<file path="src/rtl/pwg_pkg.sv">
package pwg_pkg;
    localparam int COLOR_W     = 32;
    localparam int ALPHA_W     = 8;
    localparam int RGB_BITS    = 24;
    localparam int TC_ATE      = 0;
    localparam int TC_ATST_LO  = 1;
    localparam int TC_AREF_LO  = 4;
    localparam int TC_AFAIL_LO = 12;
    localparam int TC_DATE     = 14;
    localparam int TC_DATM     = 15;
    localparam int TC_ZTE      = 16;
    localparam int TC_ZTST_LO  = 17;
    localparam int ZB_ZMSK     = 32;
    localparam int FB_MSK_LO   = 32;

    typedef enum logic [2:0] {
        ACMP_NEVER, ACMP_ALWAYS, ACMP_LT, ACMP_LE,
        ACMP_EQ, ACMP_GE, ACMP_GT, ACMP_NE
    } acmp_e;

    typedef enum logic [1:0] {
        ZCMP_NEVER, ZCMP_ALWAYS, ZCMP_GE, ZCMP_GT
    } zcmp_e;

    typedef enum logic [1:0] {
        FAIL_NONE, FAIL_FRAME, FAIL_DEPTH, FAIL_RGB
    } afail_e;

    typedef struct packed {
        logic               ate;
        acmp_e              atst;
        logic [ALPHA_W-1:0] aref;
        afail_e             afail;
        logic               date;
        logic               datm;
        logic               zte;
        zcmp_e              ztst;
    } test_fields_t;

    typedef struct packed {
        logic               vld;
        logic               rgb;
        logic               a;
        logic               z;
        logic [COLOR_W-1:0] bits;
    } gate_out_t;

    function automatic test_fields_t split_test(input logic [63:0] w);
        test_fields_t f;
        f.ate   = w[TC_ATE];
        f.atst  = acmp_e'(w[TC_ATST_LO +: 3]);
        f.aref  = w[TC_AREF_LO +: ALPHA_W];
        f.afail = afail_e'(w[TC_AFAIL_LO +: 2]);
        f.date  = w[TC_DATE];
        f.datm  = w[TC_DATM];
        f.zte   = w[TC_ZTE];
        f.ztst  = zcmp_e'(w[TC_ZTST_LO +: 2]);
        return f;
    endfunction
endpackage

</file>
<file path="src/rtl/pwg_alpha_cmp.sv">
module pwg_alpha_cmp
    import pwg_pkg::*;
(
    input  acmp_e              mode,
    input  logic [ALPHA_W-1:0] alpha,
    input  logic [ALPHA_W-1:0] aref,
    output logic               pass
);
    always_comb begin
        unique case (mode)
            ACMP_NEVER:  pass = 1'b0;
            ACMP_ALWAYS: pass = 1'b1;
            ACMP_LT:     pass = alpha <  aref;
            ACMP_LE:     pass = alpha <= aref;
            ACMP_EQ:     pass = alpha == aref;
            ACMP_GE:     pass = alpha >= aref;
            ACMP_GT:     pass = alpha >  aref;
            default:     pass = alpha != aref;
        endcase
    end
endmodule

</file>
<file path="src/rtl/pwg_depth_cmp.sv">
module pwg_depth_cmp
    import pwg_pkg::*;
#(
    parameter int W = 32
) (
    input  zcmp_e        mode,
    input  logic [W-1:0] src,
    input  logic [W-1:0] dst,
    output logic         pass
);
    always_comb begin
        unique case (mode)
            ZCMP_NEVER:  pass = 1'b0;
            ZCMP_ALWAYS: pass = 1'b1;
            ZCMP_GE:     pass = src >= dst;
            default:     pass = src >  dst;
        endcase
    end
endmodule

</file>
<file path="src/rtl/pwg_decide.sv">
module pwg_decide
    import pwg_pkg::*;
(
    input  logic   alpha_ok,
    input  logic   depth_ok,
    input  logic   dest_ok,
    input  afail_e policy,
    output logic   want_rgb,
    output logic   want_a,
    output logic   want_z
);
    always_comb begin
        want_rgb = 1'b0;
        want_a   = 1'b0;
        want_z   = 1'b0;
        if (depth_ok && dest_ok) begin
            if (alpha_ok) begin
                want_rgb = 1'b1;
                want_a   = 1'b1;
                want_z   = 1'b1;
            end else begin
                unique case (policy)
                    FAIL_FRAME: begin
                        want_rgb = 1'b1;
                        want_a   = 1'b1;
                    end
                    FAIL_DEPTH: want_z   = 1'b1;
                    FAIL_RGB:   want_rgb = 1'b1;
                    default:    ;
                endcase
            end
        end
    end
endmodule

</file>
<file path="src/rtl/pix_write_gate.sv">
module pix_write_gate
    import pwg_pkg::*;
#(
    parameter int DEPTH_W = 32
) (
    input  logic               clk,
    input  logic               rst_n,
    input  logic               in_valid,
    input  logic [63:0]        test_ctl,
    input  logic [63:0]        zbuf_ctl,
    input  logic [63:0]        frame_ctl,
    input  logic [ALPHA_W-1:0] px_alpha,
    input  logic [DEPTH_W-1:0] px_depth,
    input  logic [DEPTH_W-1:0] dst_depth,
    input  logic [COLOR_W-1:0] dst_color,
    output logic               out_valid,
    output logic               out_rgb_en,
    output logic               out_a_en,
    output logic               out_z_en,
    output logic [COLOR_W-1:0] out_bit_en
);
    localparam int A_BITS = COLOR_W - RGB_BITS;

    test_fields_t       tf;
    logic               acmp_pass;
    logic               zcmp_pass;
    logic               alpha_ok;
    logic               depth_ok;
    logic               dest_ok;
    logic               want_rgb;
    logic               want_a;
    logic               want_z;
    logic [COLOR_W-1:0] fb_mask;
    gate_out_t          res_d;
    gate_out_t          res_q;
    logic               unused_ctl_bits;

    assign tf      = split_test(test_ctl);
    assign fb_mask = frame_ctl[FB_MSK_LO +: COLOR_W];
    assign unused_ctl_bits = ^{test_ctl[63:19], zbuf_ctl[63:33],
                               zbuf_ctl[31:0], frame_ctl[31:0],
                               dst_color[COLOR_W-2:0]};

    pwg_alpha_cmp u_acmp (
        .mode  (tf.atst),
        .alpha (px_alpha),
        .aref  (tf.aref),
        .pass  (acmp_pass)
    );

    pwg_depth_cmp #(.W(DEPTH_W)) u_zcmp (
        .mode (tf.ztst),
        .src  (px_depth),
        .dst  (dst_depth),
        .pass (zcmp_pass)
    );

    assign alpha_ok = !tf.ate || acmp_pass;
    assign depth_ok = !tf.zte || zcmp_pass;
    assign dest_ok  = !tf.date || (dst_color[COLOR_W-1] == tf.datm);

    pwg_decide u_decide (
        .alpha_ok (alpha_ok),
        .depth_ok (depth_ok),
        .dest_ok  (dest_ok),
        .policy   (tf.afail),
        .want_rgb (want_rgb),
        .want_a   (want_a),
        .want_z   (want_z)
    );

    always_comb begin
        res_d     = '0;
        res_d.vld = in_valid;
        if (in_valid) begin
            res_d.bits = {{A_BITS{want_a}}, {RGB_BITS{want_rgb}}} & ~fb_mask;
            res_d.rgb  = |res_d.bits[RGB_BITS-1:0];
            res_d.a    = |res_d.bits[COLOR_W-1:RGB_BITS];
            res_d.z    = want_z && !zbuf_ctl[ZB_ZMSK];
        end
    end

    always_ff @(posedge clk or negedge rst_n) begin
        if (!rst_n) res_q <= '0;
        else        res_q <= res_d;
    end

    assign out_valid  = res_q.vld;
    assign out_rgb_en = res_q.rgb;
    assign out_a_en   = res_q.a;
    assign out_z_en   = res_q.z;
    assign out_bit_en = res_q.bits;
endmodule

</file>
<file path="config.mk">
export PLATFORM = sky130hd
export DESIGN_NAME = pix_write_gate
export DESIGN_NICKNAME = d
export VERILOG_FILES = /design/src/rtl/pwg_pkg.sv /design/src/rtl/pwg_alpha_cmp.sv /design/src/rtl/pwg_depth_cmp.sv /design/src/rtl/pwg_decide.sv /design/src/rtl/pix_write_gate.sv
export SDC_FILE = /design/constraint.sdc
export NUM_CORES = 1
export LEC_CHECK = 0
export CAP_MARGIN = 20
export CORE_AREA = 8 8 123 125
export DETAILED_ROUTE_END_ITERATION = 6
export DIE_AREA = 0 0 131 133
export PLACE_DENSITY_LB_ADDON = 0.05
export SLEW_MARGIN = 20
export SYNTH_ARGS = -nofsm -noshare
export SYNTH_HDL_FRONTEND = slang
export SYNTH_SLANG_ARGS = --single-unit
</file>
<file path="constraint.sdc">
create_clock -name clk -period 0.8 [get_ports clk]
set_input_delay 0.16 -clock clk [delete_from_list [all_inputs] [get_ports clk]]
set_output_delay 0.16 -clock clk [all_outputs]
set_load 0.01 [all_outputs]
</file>
==> impl_metrics.ini, run 1 <==
[drt]
drc = 0
wl_um = 11300
via_count = 2933
drt-wirelength-per-cell_um = 17.0
routed_via_density = 4.40
drt_iter0_drc = 96
ant_nets = 0
drtPass1Iterations = 4

[finish]
mostFrequentLayoutCells = buf_2 (58), clkdlybuf4s50_1 (46), buf_6 (45)
areaGrowthSynthToFinish_pct = 134
final_common_cell = buf_2
n_fill_cell = 1302
fin_cells = 667
nNetsFinal = 829
final_area_um2 = 5840
diodes = 0
drive_gt1_share_pct = 58.9

[worst_setup_path]
max_stage_delay_ns = 0.32
worst-path-max-fanout = 4
end_kind = flip-flop
critPathLaunchType = primary input
cp_data_arrival_time_ns = 2.00
cp_cell_sequence = clkdlybuf4s15_1 > ha_2 > a21oi_4 > o21ai_2 > a221o_1 > a211o_1 > a211oi_4 > buf_6 > clkbuf_16 > nor4_4
crit_start = px_depth[4]
cpMaxStageDelayCell = a221o_1
critPathKind = primary input to flip-flop
cp.required_ns = 0.97

[clock_tree]
cts_sinks = 36
cts_made_buffers = 5
cts_max_path_buffers = 2
cts_tree = yes
htree_levels = 2
cts.clk_slew.worst_paths_ns = 0.06
clockRootBuffer = clkbuf_16

[synthesis]
postSynthNetCount = 604
syn_area_per_cell_um2 = 9.41
synth_seq_area_share_pct = 36.1
synth_area_um2 = 2490
yosysUniqueCellTypes = 36
synthCells = 265
ys_seq_elements = 36
synth_warnings = 0

[grt]
grt_max_degree = 37
gr-total-overflow = 0
grt_pass1_vias = 3326
grtUsageTotal_pct = 12.1
grt_pass1_wl_um = 16900
antenna_found_initial = 0

[power]
power.total_mw = 6.70
powerDensity_nw_per_um2 = 1150
p_leak_nw = 2.56
ir_drop_v = 0.000821

[sta]
finalCritPeriodShare_pct = 228
layout_min_cycle_time_ns = 1.83
drv_slew = 0
rsz0062_at_grt = yes
final_hold_viol_count = 0
fmax_mhz = 548
slew_headroom_pct = 76.8
setup_tns_ns = -39.81
setup_slack_ns = -1.03
setup_viol = 71
worstMarginPinSlew_ns = 0.345

[die]
initial_core_util_pct = 19.1
io_pins = 335
die_area_um2 = 17400
core_um2 = 13100
rows = 42
die_x_um = 131
die_y_um = 133

[min_path]
hp-class = primary input to flip-flop
hold_start = in_valid

[outcome]
violations = setup timing
outcome = finished with violations

[placement]
placed_area_um2 = 4720
gp_congestion = 0.707
dp.cells = 633
port_buffers = 163
place_hpwl_um = 7840

[flow_run]
drv_cap = 0
metrics by stage:
stage / utilization [%] / setup WS [ns] / hold slack (ns)
final: 44.6 / -1.03 / 0.356
after global routing: 44.6 / -1.11 / 0.357
after CTS: 40.5 / -1.03 / 0.360
after detailed placement: 36.0 / -1.85 / 0.143
after global placement: 36.0 / -1.81 / 0.142
after floorplan: - / -1.12 / -0.136
per-layer routing:
metal,global-route usage [%],part of all wire [%]
met5,0,0
met1,14.4,40
met4,1.91,0.76
met2,20.7,50
met3,4.14,9.1
state kept, by name, indices dropped and copies added, names as in the netlist:
signal,flops
out_bit_en,32
out_a_en,1
out_rgb_en,1
out_valid,1
out_z_en,1
power by group:
| group | total [mW] | switching [mW] | internal (mW) | leakage [nW] |
|---|---|---|---|---|
| Sequential | 1.97 | 0.0395 | 1.93 | 0.484 |
| Combinational | 2.80 | 1.23 | 1.57 | 2.00 |
| Clock | 1.93 | 0.784 | 1.15 | 0.0736 |
synthesized netlist by cell type:
cell	n	area, um^2
ha_1	40	500
xor2_1	1	8.76
nand2_1	14	52.6
buf_6	3	33.8
buf_2	4	20.0
nand4_1	14	87.6
and3b_1	1	8.76
a21oi_1	22	110
a31oi_1	1	6.26
o2111ai_1	2	17.5
nor2_1	6	22.5
nor4_2	3	37.5
a21o_1	2	15.0
o211a_1	1	10.0
a211oi_4	1	20.0
inv_1	41	154
o21ai_1	1	5.00
clkbuf_1	1	3.75
or4_1	1	7.51
a211oi_1	1	7.51
nand2b_1	3	18.8
and3_1	1	6.26
a21bo_2	1	10.0
a21boi_0	1	7.51
nand3_1	8	40.0
nor3_1	2	10.0
dfrtp_1	36	901
nor2b_1	5	31.3
nor4_4	2	42.5
o21ai_0	5	25.0
nor4_1	34	213
a211o_1	1	8.76
and4_1	2	17.5
o21ai_2	1	8.76
nand3b_1	2	15.0
a221o_1	1	10.0
worst paths after layout:
check,endpoint,slack (ns),cells past startpoint
setup / recovery,out_bit_en[9],-1.03,10
hold / removal,out_valid,0.36,1
max in group asynchronous,out_bit_en[9],0.21,3
min in group asynchronous,out_bit_en[20],0.40,3
cell type report:
class / count / area, um^2 / share of cell area [%]
clock buffers: 5 / 125 / 2.14
flip-flops and latches: 36 / 901 / 15.4
inverters: 41 / 171 / 2.94
multi-input cells: 180 / 2270 / 38.9
clock inverters: 3 / 18.8 / 0.321
well taps: 176 / 220 / 3.77
repair buffers: 226 / 2130 / 36.5
logic make-up (layout without fill, tap and decap cells):
group / Yosys count / after routing / share of synthesized area (%)
AOI/OAI and AO/OA: 41 / 41 / 10.5
xor gates and xnor gates: 1 / 1 / 0.351
adders and majority gates: 40 / 40 / 20.1
buffers and inverters: 49 / 275 / 8.48
DFF: 36 / 36 / 36.1
and+or+nand+nor: 98 / 98 / 24.5
repair_timing:
action / in CTS / in global routing
endpoints found under the setup margin: 71 / 71
buffers inserted: 12 / 2
hold buffers: 1 / 0
resized for setup: 489 / 68
pin swaps: 43 / 29
gates cloned: 6 / 6
endpoints found under the hold margin: 36 / 0
critical path: cells and delay by family:
kind                       cells  cell delay (ns)
AOI/OAI and AO/OA              5             1.07
buffers and inverters          3             0.54
adders and majority gates      1             0.18
and+or+nand+nor                1             0.05
Note: power is estimated with default switching activity, not from simulation.
==> inputs of run 2 (changes only) <==
- PLACE_DENSITY: unset -> 0.76
- PLACE_DENSITY_LB_ADDON: 0.05 -> unset
==> run 2 against run 1 <==
Compared with the run above: flip-flop and latch count unchanged; global-route usage rose by 0.19 points; worst hold slack better by 0.038 ns; die area unchanged; via count increased by 1.3%; largest power group unchanged; critical endpoint is now out_bit_en[29]; setup slack worse by 0.11 ns; critical path depth increased by 3; the flow still finishes with violations (setup timing); routed wire length is 1.8% higher.
==> impl_metrics.ini, run 2 (synthesis results as in run 1) <==
[outcome]
outcome = finished with violations
violations = setup timing

[die]
die_y_um = 133
core_um2 = 13100
die_x_um = 131
io_pins = 335
initial_core_util_pct = 19.1
rows = 42
die_area_um2 = 17400

[clock_tree]
htree_levels = 2
clockRootBuffer = clkbuf_16
cts_max_path_buffers = 2
cts_made_buffers = 5
cts_tree = yes
cts_sinks = 36
cts.clk_slew.worst_paths_ns = 0.06

[grt]
grt_pass1_wl_um = 17200
grt_pass1_vias = 3380
grtUsageMet1_pct = 14.0
met3_usage_pct = 2.21
grtUsageTotal_pct = 12.3
grt_max_degree = 37
top_usage_layer = met2
use_met2_pct = 22.9
antenna_found_initial = 0
gr-total-overflow = 0

[drt]
routed_via_density = 4.48
drtPass1Iterations = 5
drc = 0
ant_nets = 0
wl_um = 11500
via_count = 2970
drt_iter0_drc = 107
drt-wirelength-per-cell_um = 17.4

[sta]
drv_slew = 0
setup_slack_ns = -1.14
setup_viol = 71
rsz0062_at_grt = yes
fmax_mhz = 516
worstMarginPinSlew_ns = 0.350
slew_headroom_pct = 76.5
final_hold_viol_count = 0
layout_min_cycle_time_ns = 1.94
hold_ws_ns = 0.395
finalCritPeriodShare_pct = 242

[finish]
nNetsFinal = 825
diodes = 0
drive_gt1_share_pct = 54.2
largest_reg_flops = 32
final_common_cell = buf_2
mostFrequentLayoutCells = buf_2 (56), clkdlybuf4s50_1 (49), buf_4 (38)
areaGrowthSynthToFinish_pct = 131

[worst_setup_path]
cp_data_arrival_time_ns = 2.10
end_kind = flip-flop
critPathLaunchType = primary input
cp.required_ns = 0.97
crit_buf_inv = 6
cpMaxStageDelayCell = nor4_2
max_stage_delay_ns = 0.27
worst-path-max-fanout = 5
critPathKind = primary input to flip-flop
cp_cell_sequence = clkdlybuf4s15_2 > inv_2 > ha_4 > nand4_1 > nor4_2 > buf_4 > nand3_2 > buf_6 > nand3_4 > a211oi_4 > buf_6 > buf_12 > nor4_2
critPathTopFamily = buffers and inverters

[placement]
pre_cts_slack_ns = -1.84
gp_congestion = 0.801
place_hpwl_um = 8030
port_buffers = 163

[power]
p_leak_nw = 2.49
powerDensity_nw_per_um2 = 1190
ir_drop_v = 0.000858

[min_path]
hp-class = primary input to asynchronous set/reset pin

[flow_run]
drv_cap = 0
==> run 2: changes by cell type in the layout (fill, tap and decap cells not counted), moves of 5 or more <==
| cell | delta |
|---|---|
| nor4_2 | -7 |
| nor4_4 | +7 |
| clkbuf_16 | -5 |
| buf_6 | -18 |
| dlygate4sd2_1 | +6 |
| clkdlybuf4s15_1 | +6 |
==> run 2: timing repair <==
item	4_1_cts	5_1_grt
hold buffers	1	0
cloned	10	0
endpoints found under the hold margin	36	0
setup endpoints to repair	71	71
pin swaps	49	15
buffers inserted	18	1
gates resized for setup	469	47
==> run 2: layer usage <==
metal / vias to the layer above / wire (um)
met5: - / 0
met4: 0 / 140
met3: 12 / 840
met2: 130 / 6120
met1: 1409 / 4440
li1: 1419 / -
==> run 2: layout make-up <==
cell class | count | area, um^2
Fill cell | 1232 | 7340
Multi-Input combinational cell | 180 | 2270
Timing Repair Buffer | 222 | 2020
Sequential cell | 36 | 901
Tap cell | 176 | 220
Inverter | 41 | 171
Clock buffer | 6 | 129
Clock inverter | 2 | 35.0
==> run 2: through the flow <==
step | power, mW | util [%] | std cells | TNS, ns | instance area (um^2)
after floorplan | 2.73 | - | 265 | -38.25 | 2600
after global placement | 3.97 | 35.9 | 630 | -70.67 | 4690
after detailed placement | 4.03 | 35.9 | 630 | -71.08 | 4690
after CTS | 6.72 | 42.2 | 666 | -43.98 | 5520
after global routing | 7.18 | 43.9 | 663 | -47.51 | 5750
final | 6.85 | 43.9 | 663 | -43.38 | 5750
==> run 2: final timing paths <==
kind	start	slack, ns	depth (start not counted)	endpoint
setup / recovery	dst_depth[10]	-1.14	13	out_bit_en[29]
hold / removal	rst_n	0.39	3	out_bit_en[14]
max in group asynchronous	rst_n	0.22	3	out_bit_en[29]
min in group clk	frame_ctl[41]	0.46	2	out_bit_en[9]
==> run 2: report_power, final <==
group / total [mW] / internal, mW / switching (mW)
clock network: 2.14 / 1.46 / 0.675
registers: 1.97 / 1.93 / 0.0414
logic: 2.74 / 1.49 / 1.25
total: 6.85 / 4.88 / 1.97
==> inputs of run 3 (changes only) <==
- CTS_BUF_LIST: unset -> sky130_fd_sc_hd__clkbuf_8 sky130_fd_sc_hd__clkbuf_16
==> run 3 against run 2 <==
Compared with the run above: the flow still finishes with violations (setup timing); routed wire length grew 6.3%; worst hold slack got worse by 0.0057 ns; final cell count is 1.2% higher; critical endpoint is now out_bit_en[28].
==> impl_metrics.ini, run 3 (synthesis results as in run 1) <==
[placement]
port_buffers = 163
gp_congestion = 0.801
pre_cts_slack_ns = -1.84
dp.cells = 630
placed_area_um2 = 4690
place_hpwl_um = 8030

[die]
io_pins = 335
initial_core_util_pct = 19.1
die_y_um = 133
die_area_um2 = 17400
core_um2 = 13100
die_x_um = 131
rows = 42

[sta]
fmax_mhz = 512
slew_headroom_pct = 78.4
final_hold_viol_count = 0
worstMarginPinSlew_ns = 0.321
drv_slew = 0
finalCritPeriodShare_pct = 244
setup_viol = 71
layout_min_cycle_time_ns = 1.95
setup_slack_ns = -1.15
rsz0062_at_grt = yes

[grt]
gr-total-overflow = 0
grt_pass1_wl_um = 17400
antenna_found_initial = 0
grt_pass1_vias = 3391
grt_max_degree = 37
grtUsageTotal_pct = 12.4

[drt]
ant_nets = 0
drc = 0
drt-wirelength-per-cell_um = 18.3
wl_um = 12300
routed_via_density = 4.57
via_count = 3064
drt_iter0_drc = 119
drtPass1Iterations = 5

[outcome]
outcome = finished with violations
violations = setup timing

[power]
p_leak_nw = 2.59
powerDensity_nw_per_um2 = 1170
ir_drop_v = 0.000867
power.total_mw = 7.06

[finish]
fin_cells = 671
final_common_cell = buf_2
largest_reg_flops = 32
diodes = 0
final_area_um2 = 6010
mostFrequentLayoutCells = buf_2 (52), clkdlybuf4s50_1 (47), buf_6 (39)
nNetsFinal = 833
areaGrowthSynthToFinish_pct = 141
drive_gt1_share_pct = 58.0

[worst_setup_path]
worst-path-max-fanout = 5
critPathLaunchType = primary input
cp_data_arrival_time_ns = 2.11
cpMaxStageDelayCell = nor4_4
crit_start = dst_depth[27]
cp.required_ns = 0.95
end_kind = flip-flop
critPathKind = primary input to flip-flop
crit_path_end = out_bit_en[28]
crit_path_frequent_cell = buf_6
cp_cell_sequence = buf_6 > inv_4 > ha_4 > nand4_1 > buf_4 > nor4_4 > nand3_2 > buf_6 > nand3_4 > a211oi_4 > buf_6 > buf_12 > nor4_1
max_stage_delay_ns = 0.32

[clock_tree]
cts_made_buffers = 5
htree_levels = 2
cts_tree = yes
cts_sinks = 36
cts_max_path_buffers = 2
cts.clk_slew.worst_paths_ns = 0.06
clockRootBuffer = clkbuf_16

[flow_run]
drv_cap = 0

[min_path]
hp-class = primary input to asynchronous set/reset pin
-- run 3: area by class of cell --
cell class | count | area [um^2]
clock buffers | 5 | 125
clock inverters | 3 | 38.8
fillers | 1181 | 7070
inverters | 41 | 179
multi-input cells | 180 | 2360
flip-flops and latches | 36 | 901
well taps | 176 | 220
repair buffers | 230 | 2190
-- run 3: how the worst min path moves through the flow --
| stage | startpoint | to |
|---|---|---|
| 2_1_floorplan | rst_n | out_a_en |
| 3_3_place_gp | rst_n | out_bit_en[14] |
| 3_5_place_dp | rst_n | out_bit_en[18] |
| 4_1_cts | rst_n | out_bit_en[17] |
| 5_1_grt | rst_n | out_bit_en[0] |
| 6_report | rst_n | out_bit_en[14] |
-- run 3: layer usage --
metal,GRT usage (%),part of all wire [%]
met1,13.9,37
met2,23.4,54
met3,2.21,7.3
met4,2.87,1.6
met5,0,0
-- run 3: worst max-delay path: cells and delay by family --
family / cells / cell delay [ns]
adder cells (fa/ha/maj): 1 / 0.24
AND/OR/NAND/NOR: 5 / 0.94
buffers and inverters: 6 / 0.72
AO/OA/AOI/OAI: 1 / 0.04
-- run 3: per-stage QoR --
stage               setup TNS [ns]  util (%)  hold slack (ns)
global placement            -70.67      35.9            0.134
global route                -46.24      46.0            0.406
detailed placement          -71.08      35.9            0.144
finish                      -42.20      46.0            0.389
CTS                         -43.02      42.4            0.401
floorplan                   -38.25         -           -0.136
-- run 3: what timing repair did --
| action | in CTS | in global routing |
|---|---|---|
| setup buffers | 14 | 8 |
| hold buffers | 1 | 0 |
| hold endpoints to repair | 36 | 0 |
| cloned | 10 | 3 |
| setup endpoints to repair | 71 | 71 |
| pin swaps | 58 | 46 |
| gates resized for setup | 490 | 71 |
-- run 3: report_power, final --
group          switching [mW]  internal, mW
combinational            1.33          1.63
sequential             0.0413          1.93
clock                   0.680          1.45
